**config.mk**
```make
export PLATFORM = sky130hd
export DESIGN_NAME = irq_vector_unit
export DESIGN_NICKNAME = d
export VERILOG_FILES = /design/src/rtl/irqv_pkg.sv /design/src/rtl/irqv_req_reg.sv /design/src/rtl/irqv_resolver.sv /design/src/rtl/irqv_isr_reg.sv /design/src/rtl/irqv_ack_fsm.sv /design/src/rtl/irq_vector_unit.sv
export SDC_FILE = /design/constraint.sdc
export NUM_CORES = 1
export LEC_CHECK = 0
export CAP_MARGIN = 25
export CORE_ASPECT_RATIO = 0.7
export CORE_MARGIN = 5
export CORE_UTILIZATION = 40
export DETAILED_ROUTE_END_ITERATION = 16
export DONT_BUFFER_PORTS = 1
export HOLD_SLACK_MARGIN = 0.15
export SYNTH_ARGS = -nofsm -noshare
export SYNTH_HDL_FRONTEND = slang
export SYNTH_SLANG_ARGS = --single-unit
```
**constraint.sdc**
```tcl
create_clock -name clk -period 4.1 [get_ports clk]
set_clock_uncertainty 0.1 [all_clocks]
set_input_delay 0.615 -clock clk [delete_from_list [all_inputs] [get_ports clk]]
set_output_delay 0.615 -clock clk [all_outputs]
set_load 0.005 [all_outputs]
```
**src/rtl/irqv_pkg.sv**
```systemverilog
package irqv_pkg;

    localparam int unsigned IRQ_N_DEF = 8;
    localparam int unsigned VEC_W_DEF = 8;

    // Acknowledge handshake phases
    typedef enum logic [1:0] {
        HS_IDLE   = 2'd0,
        HS_FIRST  = 2'd1,
        HS_GAP    = 2'd2,
        HS_SECOND = 2'd3
    } hs_state_e;

    // Index of the lowest set bit among the first n bits of v; n when none is set.
    function automatic int unsigned lowest_set(input logic [31:0] v, input int unsigned n);
        int unsigned r;
        r = n;
        for (int i = 31; i >= 0; i--) begin
            if ((i < int'(n)) && v[i]) r = i;
        end
        return r;
    endfunction

endpackage

```
**src/rtl/irqv_req_reg.sv**
```systemverilog
module irqv_req_reg #(
    parameter int N_LINES = irqv_pkg::IRQ_N_DEF,
    localparam int LVL_W = $clog2(N_LINES)
) (
    input  logic               clk,
    input  logic               rst,
    input  logic               level_mode,
    input  logic [N_LINES-1:0] irq_lines,
    input  logic               clr_en,
    input  logic [LVL_W-1:0]   clr_lvl,
    output logic [N_LINES-1:0] irr
);
    logic [N_LINES-1:0] line_prev;
    logic [N_LINES-1:0] clr_hit;
    logic [N_LINES-1:0] rise;

    for (genvar i = 0; i < N_LINES; i++) begin : g_bit
        assign clr_hit[i] = clr_en && (clr_lvl == LVL_W'(i));
        assign rise[i]    = irq_lines[i] && !line_prev[i];
    end

    always_ff @(posedge clk) begin
        if (rst) begin
            irr       <= '0;
            line_prev <= '0;
        end else begin
            line_prev <= irq_lines;
            if (level_mode) begin
                irr <= irq_lines;
            end else begin
                irr <= (irr & ~clr_hit) | rise;
            end
        end
    end
endmodule

```
**src/rtl/irqv_resolver.sv**
```systemverilog
module irqv_resolver #(
    parameter int N_LINES = irqv_pkg::IRQ_N_DEF,
    localparam int LVL_W = $clog2(N_LINES)
) (
    input  logic [N_LINES-1:0] irr,
    input  logic [N_LINES-1:0] isr,
    input  logic [N_LINES-1:0] mask,
    output logic               eligible,
    output logic [LVL_W-1:0]   win_lvl,
    output logic               svc_valid,
    output logic [LVL_W-1:0]   svc_lvl
);
    import irqv_pkg::*;

    int unsigned pend_idx;
    int unsigned svc_idx;

    always_comb begin
        pend_idx  = lowest_set(32'(irr & ~mask), N_LINES);
        svc_idx   = lowest_set(32'(isr), N_LINES);
        eligible  = pend_idx < svc_idx;
        win_lvl   = LVL_W'(pend_idx);
        svc_valid = svc_idx < N_LINES;
        svc_lvl   = LVL_W'(svc_idx);
    end
endmodule

```
**src/rtl/irqv_isr_reg.sv**
```systemverilog
module irqv_isr_reg #(
    parameter int N_LINES = irqv_pkg::IRQ_N_DEF,
    localparam int LVL_W = $clog2(N_LINES)
) (
    input  logic               clk,
    input  logic               rst,
    input  logic               set_en,
    input  logic [LVL_W-1:0]   set_lvl,
    input  logic               aeoi_en,
    input  logic [LVL_W-1:0]   aeoi_lvl,
    input  logic               eoi_en,
    input  logic [LVL_W-1:0]   eoi_lvl,
    output logic [N_LINES-1:0] isr
);
    logic [N_LINES-1:0] set_hit, aeoi_hit, eoi_hit;

    for (genvar i = 0; i < N_LINES; i++) begin : g_bit
        assign set_hit[i]  = set_en  && (set_lvl  == LVL_W'(i));
        assign aeoi_hit[i] = aeoi_en && (aeoi_lvl == LVL_W'(i));
        assign eoi_hit[i]  = eoi_en  && (eoi_lvl  == LVL_W'(i));
    end

    always_ff @(posedge clk) begin
        if (rst) begin
            isr <= '0;
        end else begin
            isr <= (isr & ~(aeoi_hit | eoi_hit)) | set_hit;
        end
    end
endmodule

```
**src/rtl/irqv_ack_fsm.sv**
```systemverilog
module irqv_ack_fsm #(
    parameter int N_LINES = irqv_pkg::IRQ_N_DEF,
    parameter int VEC_W   = irqv_pkg::VEC_W_DEF,
    localparam int LVL_W  = $clog2(N_LINES),
    localparam int BASE_W = VEC_W - LVL_W
) (
    input  logic              clk,
    input  logic              rst,
    input  logic              ack,
    input  logic              eligible,
    input  logic [LVL_W-1:0]  win_lvl,
    input  logic [BASE_W-1:0] vec_base,
    input  logic              auto_eoi,
    output logic              set_en,
    output logic [LVL_W-1:0]  set_lvl,
    output logic              aeoi_en,
    output logic [LVL_W-1:0]  aeoi_lvl,
    output logic              hs_idle,
    output logic [VEC_W-1:0]  data_out,
    output logic              data_oe
);
    import irqv_pkg::*;

    hs_state_e        state;
    logic [LVL_W-1:0] sel_lvl;
    logic             sel_ok;

    assign hs_idle  = (state == HS_IDLE);
    assign set_en   = hs_idle && ack && eligible;
    assign set_lvl  = win_lvl;
    assign aeoi_en  = (state == HS_SECOND) && !ack && auto_eoi && sel_ok;
    assign aeoi_lvl = sel_lvl;

    always_ff @(posedge clk) begin
        if (rst) begin
            state    <= HS_IDLE;
            sel_lvl  <= '0;
            sel_ok   <= 1'b0;
            data_out <= '0;
            data_oe  <= 1'b0;
        end else begin
            unique case (state)
                HS_IDLE: if (ack) begin
                    sel_lvl <= eligible ? win_lvl : LVL_W'(N_LINES - 1);
                    sel_ok  <= eligible;
                    state   <= HS_FIRST;
                end
                HS_FIRST: if (!ack) state <= HS_GAP;
                HS_GAP: if (ack) begin
                    data_out <= {vec_base, sel_lvl};
                    data_oe  <= 1'b1;
                    state    <= HS_SECOND;
                end
                HS_SECOND: if (!ack) begin
                    data_oe <= 1'b0;
                    sel_ok  <= 1'b0;
                    state   <= HS_IDLE;
                end
                default: state <= HS_IDLE;
            endcase
        end
    end
endmodule

```
**src/rtl/irq_vector_unit.sv**
```systemverilog
module irq_vector_unit #(
    parameter int N_LINES = irqv_pkg::IRQ_N_DEF,
    parameter int VEC_W   = irqv_pkg::VEC_W_DEF,
    localparam int LVL_W  = $clog2(N_LINES),
    localparam int BASE_W = VEC_W - LVL_W
) (
    input  logic               clk,
    input  logic               rst,
    input  logic [N_LINES-1:0] irq_lines,
    input  logic [N_LINES-1:0] irq_mask,
    input  logic               level_mode,
    input  logic               auto_eoi,
    input  logic [BASE_W-1:0]  vec_base,
    input  logic               eoi_strobe,
    input  logic               ack,
    output logic               int_req,
    output logic [VEC_W-1:0]   data_out,
    output logic               data_oe,
    output logic [N_LINES-1:0] irr_q,
    output logic [N_LINES-1:0] isr_q
);
    logic             eligible, svc_valid, hs_idle;
    logic [LVL_W-1:0] win_lvl, svc_lvl;
    logic             set_en, aeoi_en;
    logic [LVL_W-1:0] set_lvl, aeoi_lvl;

    irqv_req_reg #(.N_LINES(N_LINES)) req_i (
        .clk(clk), .rst(rst), .level_mode(level_mode), .irq_lines(irq_lines),
        .clr_en(set_en), .clr_lvl(set_lvl), .irr(irr_q)
    );

    irqv_resolver #(.N_LINES(N_LINES)) res_i (
        .irr(irr_q), .isr(isr_q), .mask(irq_mask),
        .eligible(eligible), .win_lvl(win_lvl),
        .svc_valid(svc_valid), .svc_lvl(svc_lvl)
    );

    irqv_isr_reg #(.N_LINES(N_LINES)) isr_i (
        .clk(clk), .rst(rst),
        .set_en(set_en), .set_lvl(set_lvl),
        .aeoi_en(aeoi_en), .aeoi_lvl(aeoi_lvl),
        .eoi_en(eoi_strobe && svc_valid), .eoi_lvl(svc_lvl),
        .isr(isr_q)
    );

    irqv_ack_fsm #(.N_LINES(N_LINES), .VEC_W(VEC_W)) fsm_i (
        .clk(clk), .rst(rst), .ack(ack), .eligible(eligible), .win_lvl(win_lvl),
        .vec_base(vec_base), .auto_eoi(auto_eoi),
        .set_en(set_en), .set_lvl(set_lvl), .aeoi_en(aeoi_en), .aeoi_lvl(aeoi_lvl),
        .hs_idle(hs_idle), .data_out(data_out), .data_oe(data_oe)
    );

    assign int_req = eligible && hs_idle;
endmodule

```
* After elaboration in Yosys (flattened, before gate mapping)
Index checks and enable logic that the tools add are counted.
** Cells by class
- Bitwise logic cells :: 9
- Mux-type cells :: 28
- Equality and inequality tests :: 28
- Reduce and logical (&&, ||, !) cells :: 59
- Magnitude comparators :: 2
** Operator list (count)
- 32-bit 2-to-1 mux :: 14
- 1-bit logical AND :: 39
- 3-bit equality test, second input constant :: 12
- 32-bit < comparator :: 1
- 32-bit by 4-bit < comparator with 1-bit output, second input constant :: 1
- 8-bit bitwise AND :: 3
- 8-bit inverter :: 3
- 8-bit OR :: 3
- 3-bit by 2-bit equality test with 1-bit output, second input constant :: 6
- 3-bit by 1-bit equality test with 1-bit output, second input constant :: 3
- 1-bit zero test :: 9
- 3-bit zero test :: 3
- 2-bit 2-to-1 mux :: 4
- 4-bit 2-to-1 mux :: 2
- 8-bit 2-to-1 mux :: 1
- 2-bit != test, second input constant :: 4
- 2-bit one-hot mux with 4 select lines :: 1
- 3-bit AND reduction :: 2
- 2-bit equality test, second input constant :: 2
- 1-bit one-hot mux with 2 select lines :: 2
- 2-bit AND reduction :: 2
- 4-bit AND reduction :: 1
- 2-bit nonzero test :: 2
- 1-bit 2-to-1 mux :: 3
- other kinds (3) :: 3
** Storage, ports and cells
- Output and inout bits :: 26
- Register bits after elaboration :: 39
- Input bits :: 27
- Logic and storage cells :: 134

* Logic depth before layout (Yosys ltp)
- Depth after elaboration :: 17
- Gate-level depth with buffers :: 11
- Gate-level depth less buffers :: 10

* By module
Synthesis repeated with hierarchy kept, for this count alone.
** Unflattened totals
- Cell total of the unflattened synthesis :: 237
- Area, all modules :: 2140.8 µm²
** By module, submodules not included
- irqv_ack_fsm :: sequential area each 300.3 µm², area an instance 745.7 µm², cells an instance 85, times used 1
- irqv_req_reg :: sequential area each 320.3 µm², area an instance 580.6 µm², cells an instance 49, times used 1
- irqv_isr_reg :: sequential area each 160.2 µm², area an instance 444.2 µm², cells an instance 50, times used 1
- irqv_resolver :: sequential area each 0.0 µm², area an instance 357.8 µm², cells an instance 51, times used 1
- irq_vector_unit :: sequential area each 0.0 µm², area an instance 12.5 µm², cells an instance 2, times used 1

* Worst setup path after synthesis
No wires, ideal clock.
- Path type :: input -> output
- From :: input port irq_mask[4]
- To :: output port int_req
- Arrival time :: 2.624 ns
- Path slack :: 0.761 ns
- Required time :: 3.385 ns
- Stages :: 9
- Path buffers :: 1
- Path through :: and2b_1 -> nand4bb_1 -> nand3_2 -> clkinv_1 -> ha_1 -> a211oi_1 -> a41o_2 -> buf_6 -> and2_1
** Between the ends
- Longest elaborated chain between the ends :: 9
** Ends and longest elaborated chain
- start, declared :: RTL line irq_vector_unit.sv:10 : input logic [N_LINES-1:0] irq_mask,
- 8-bit inverter :: RTL line irqv_resolver.sv:19 : pend_idx = lowest_set(32'(irr & ~mask), N_LINES);
- 8-bit bitwise AND :: RTL line irqv_resolver.sv:19
- 32-bit 2-to-1 mux (5 in series) :: RTL line irqv_pkg.sv:19 : if ((i < int'(n)) && v[i]) r = i;
- 32-bit < comparator :: RTL line irqv_resolver.sv:21 : eligible = pend_idx < svc_idx;
- 1-bit logical AND :: RTL line irq_vector_unit.sv:53 : assign int_req = eligible && hs_idle;
- end, declared :: RTL line irq_vector_unit.sv:16 : output logic int_req,
No other way between the ends.

* Final worst setup path
- From :: register req_i.irr[1]
- To :: output port int_req
** Between the ends
- Longest elaborated chain between the ends :: 5
** Ends and longest elaborated chain
- start, declared :: RTL line irqv_req_reg.sv:11 : output logic [N_LINES-1:0] irr
- start signal, assigned :: RTL line irqv_req_reg.sv:29 : irr <= irq_lines;
- start signal, assigned :: RTL line irqv_req_reg.sv:31 : irr <= (irr & ~clr_hit) | rise;
- 8-bit bitwise AND :: RTL line irqv_resolver.sv:19
- 32-bit 2-to-1 mux (2 in series) :: RTL line irqv_pkg.sv:19
- 32-bit < comparator :: RTL line irqv_resolver.sv:21
- 1-bit logical AND :: RTL line irq_vector_unit.sv:53
No other way between the ends.

==> metrics.md <==
| Metric | Value |
|---|---|
| WP buf/inv | `1` |
| Core Util, Final | `0.439` |
| CP max stage cell | `a211oi_1` |
| Remaining DRCs | `0` |
| Synth cell count leaders | `39 x dfxtp_1, 21 x a21oi_1, 19 x nor2_1` |
| Hold slack | `0.281 ns` |
| Maximum clock path buffer count | `2` |
| Cells along the critical path | `nor2b_1, nor2_1, nand3_2, clkinv_1, ha_1, a211oi_1, a41o_2, and2_1` |
| Placed Instances | `304` |
| Hpwl dp | `4.03 mm` |
| Yosys reg bits | `39` |
| Final Hold Fails | `0` |
| Top_reg_cell synth | `dfxtp_1` |
| Yosys top cell area share | `0.372` |
| Vias per cell | `5.76` |
| Vias | `1798` |
| IO buf count | `0` |
| CP Data Arrival Time | `2.92 ns` |
| Gr ovfl total | `0` |
| Drt initial violations | `112` |
| Post-Syn Instances | `238` |
| CP max FO | `9` |
| Total power | `1.12 mW` |
| Outcome | `complete, no violations` |
| WP data required | `3.38 ns` |
| Number of CTS-inserted buffers | `5` |
| Worst Hold Class | `input port to register` |
| First-pass GRT wire length | `8.47 mm` |
| Depth of the CTS H-tree | `2` |
| CTS clk-pin slew, worst paths | `0.09 ns` |
| Max Freq | `275 MHz` |
| Post-Syn Area | `2100 um^2` |
| Startpoint Class | `register` |
| # diodes | `0` |
| Final WL | `5.27 mm` |
| Largest net degree at the start of global routing | `28` |
| Initial antenna violation count | `0` |
| Area Overhead vs Synth | `8.17%` |
| Max VDD drop | `0.199 mV` |
| Area contributors post-synth | `dfxtp_1 37%, a21oi_1 5.0%, ha_1 4.2%` |
| Max-slew violations | `0` |
| Fill count | `529` |
| Tightest Pin Transition | `0.516 ns` |
| CTS sink count | `39` |
| Final setup viols | `0` |
| Setup Fix Bufs, Post-CTS | `0` |
| DR pass1 iterations | `4` |
| CP Class | `register to primary output` |
| Hold Buf Count CTS | `0` |
| WL/cell | `16.9 um` |
| Die area | `6820 um^2` |
| Io pins | `53` |
| Post-route ant nets | `0` |
| Unrepaired setup endpoints after global routing | `false` |
| Post-route insts no fill | `312` |
| Area leader, netlist | `dfxtp_1` |
| Fin crit period | `3.63 ns` |
| Syn_nets | `272` |
| Distinct cells, synth | `58` |
| Max_slew headroom | `0.655` |
| Gr usage total | `0.159` |
| Clock latency on the worst-skew pair | `0.29 ns` |
| Number of global-route vias before repair | `1662` |
| Proportion of layout cells with a drive suffix above 1 | `0.108` |
| Fin Setup TNS | `0 ns` |
| Final net count | `273` |
| Num rows | `22` |
| Final cycle utilization of the critical path | `0.886` |
| Post-synth ARST share | `0` |
| # resized after CTS | `0` |
| Most common cell in the netlist | `dfxtp_1` |
| Starting density of the core | `0.405` |
| Routability cong. | `0.747` |
| Post-synth EDFFs | `0` |
| Endpoint class of the critical path | `primary output` |
| Die X | `96.6 um` |
| YS warnings | `0` |
| Syn Area/Cell | `8.82 um^2` |
| Maxcap violations | `0` |
| Worst path max stage delay | `0.46 ns` |
| CORE AREA | `5170 um^2` |
| LEAKAGE | `0.815 nW` |
| CP delay by family, top | `simple AND/OR/NAND/NOR gates` |
| Sequential share of the synthesized area | `0.372` |
| Pwr dens | `495 nW/um^2` |
| CTS tree | `built` |
| CTS Root Cell | `clkbuf_8` |
| Die H | `70.6 um` |
[routing by layer]
layer  vias up  global-route usage  routed length (um)
li1        890                   -                   -
met1       867               0.235                2600
met2        39               0.222                2330
met3         2              0.0584                 329
met4         0              0.0280                  13
met5         -                   0                   0
[cell families after synthesis]
kind of cell | count (synthesis) | share of synthesized area
multiplexers | 1 | 0.00477
AND/OR/NAND/NOR | 95 | 0.250
AO/OA/AOI/OAI | 80 | 0.293
flip-flops | 39 | 0.372
adder cells (fa/ha/maj) | 7 | 0.0417
buffers and inverters | 16 | 0.0388
[final cells by class]
| cell class | instances | area, um^2 | area share |
|---|---|---|---|
| inverter | 9 | 33.8 | 0.0149 |
| timing repair buffer | 1 | 7.51 | 0.00331 |
| multi-input combinational | 183 | 1240 | 0.545 |
| sequential | 39 | 781 | 0.344 |
| tap | 72 | 90.1 | 0.0397 |
| clock inverter | 2 | 38.8 | 0.0171 |
| clock buffer | 6 | 82.6 | 0.0364 |
[report_power, final]
group / internal, mW / switching, mW / leakage, nW
Sequential: 0.416 / 0.0445 / 0.320
Clock: 0.200 / 0.146 / 0.0618
Combinational: 0.122 / 0.194 / 0.433
Total: 0.739 / 0.384 / 0.815
[per-stage QoR]
step / worst slack [ns] / cell area [um^2]
2_1_floorplan: 0.761 / 2100
3_3_place_gp: 0.656 / 2150
3_5_place_dp: 0.613 / 2150
4_1_cts: 0.479 / 2270
5_1_grt: 0.211 / 2270
6_report: 0.466 / 2270
[cells in the final DEF (no fill, tap or decap), drive strengths merged, types with 5 or more instances in the layout]
cell	instances
nand3	13
nand2	16
nor2	19
a21oi	22
inv	9
a21boi	8
nand2b	10
o31ai	5
ha	7
clkbuf	6
dfxtp	39
nor2b	14
a31oi	8
o2111ai	5
o21ai	9
[registers in the layout, indices dropped and copies added (netlist names)]
name and flops:
req_i.irr 8, fsm_i.data_oe 1, fsm_i.data_out 8, fsm_i.state 2, fsm_i.aeoi_lvl 3, isr_i.isr 8, fsm_i.sel_ok 1, req_i.line_prev 8
[worst paths after layout]
check / startpoint / slack, ns / to / cells after the start
worst max-delay path: req_i.irr[1] / 0.47 / int_req / 8
worst min-delay path: rst / 0.28 / fsm_i.state[0] / 1
worst max register to register: req_i.irr[1] / 1.09 / req_i.irr[2] / 9
worst min register to register: fsm_i.data_out[3] / 0.37 / fsm_i.data_out[3] / 2
No activity file was read; power rests on OpenSTA's default activity.
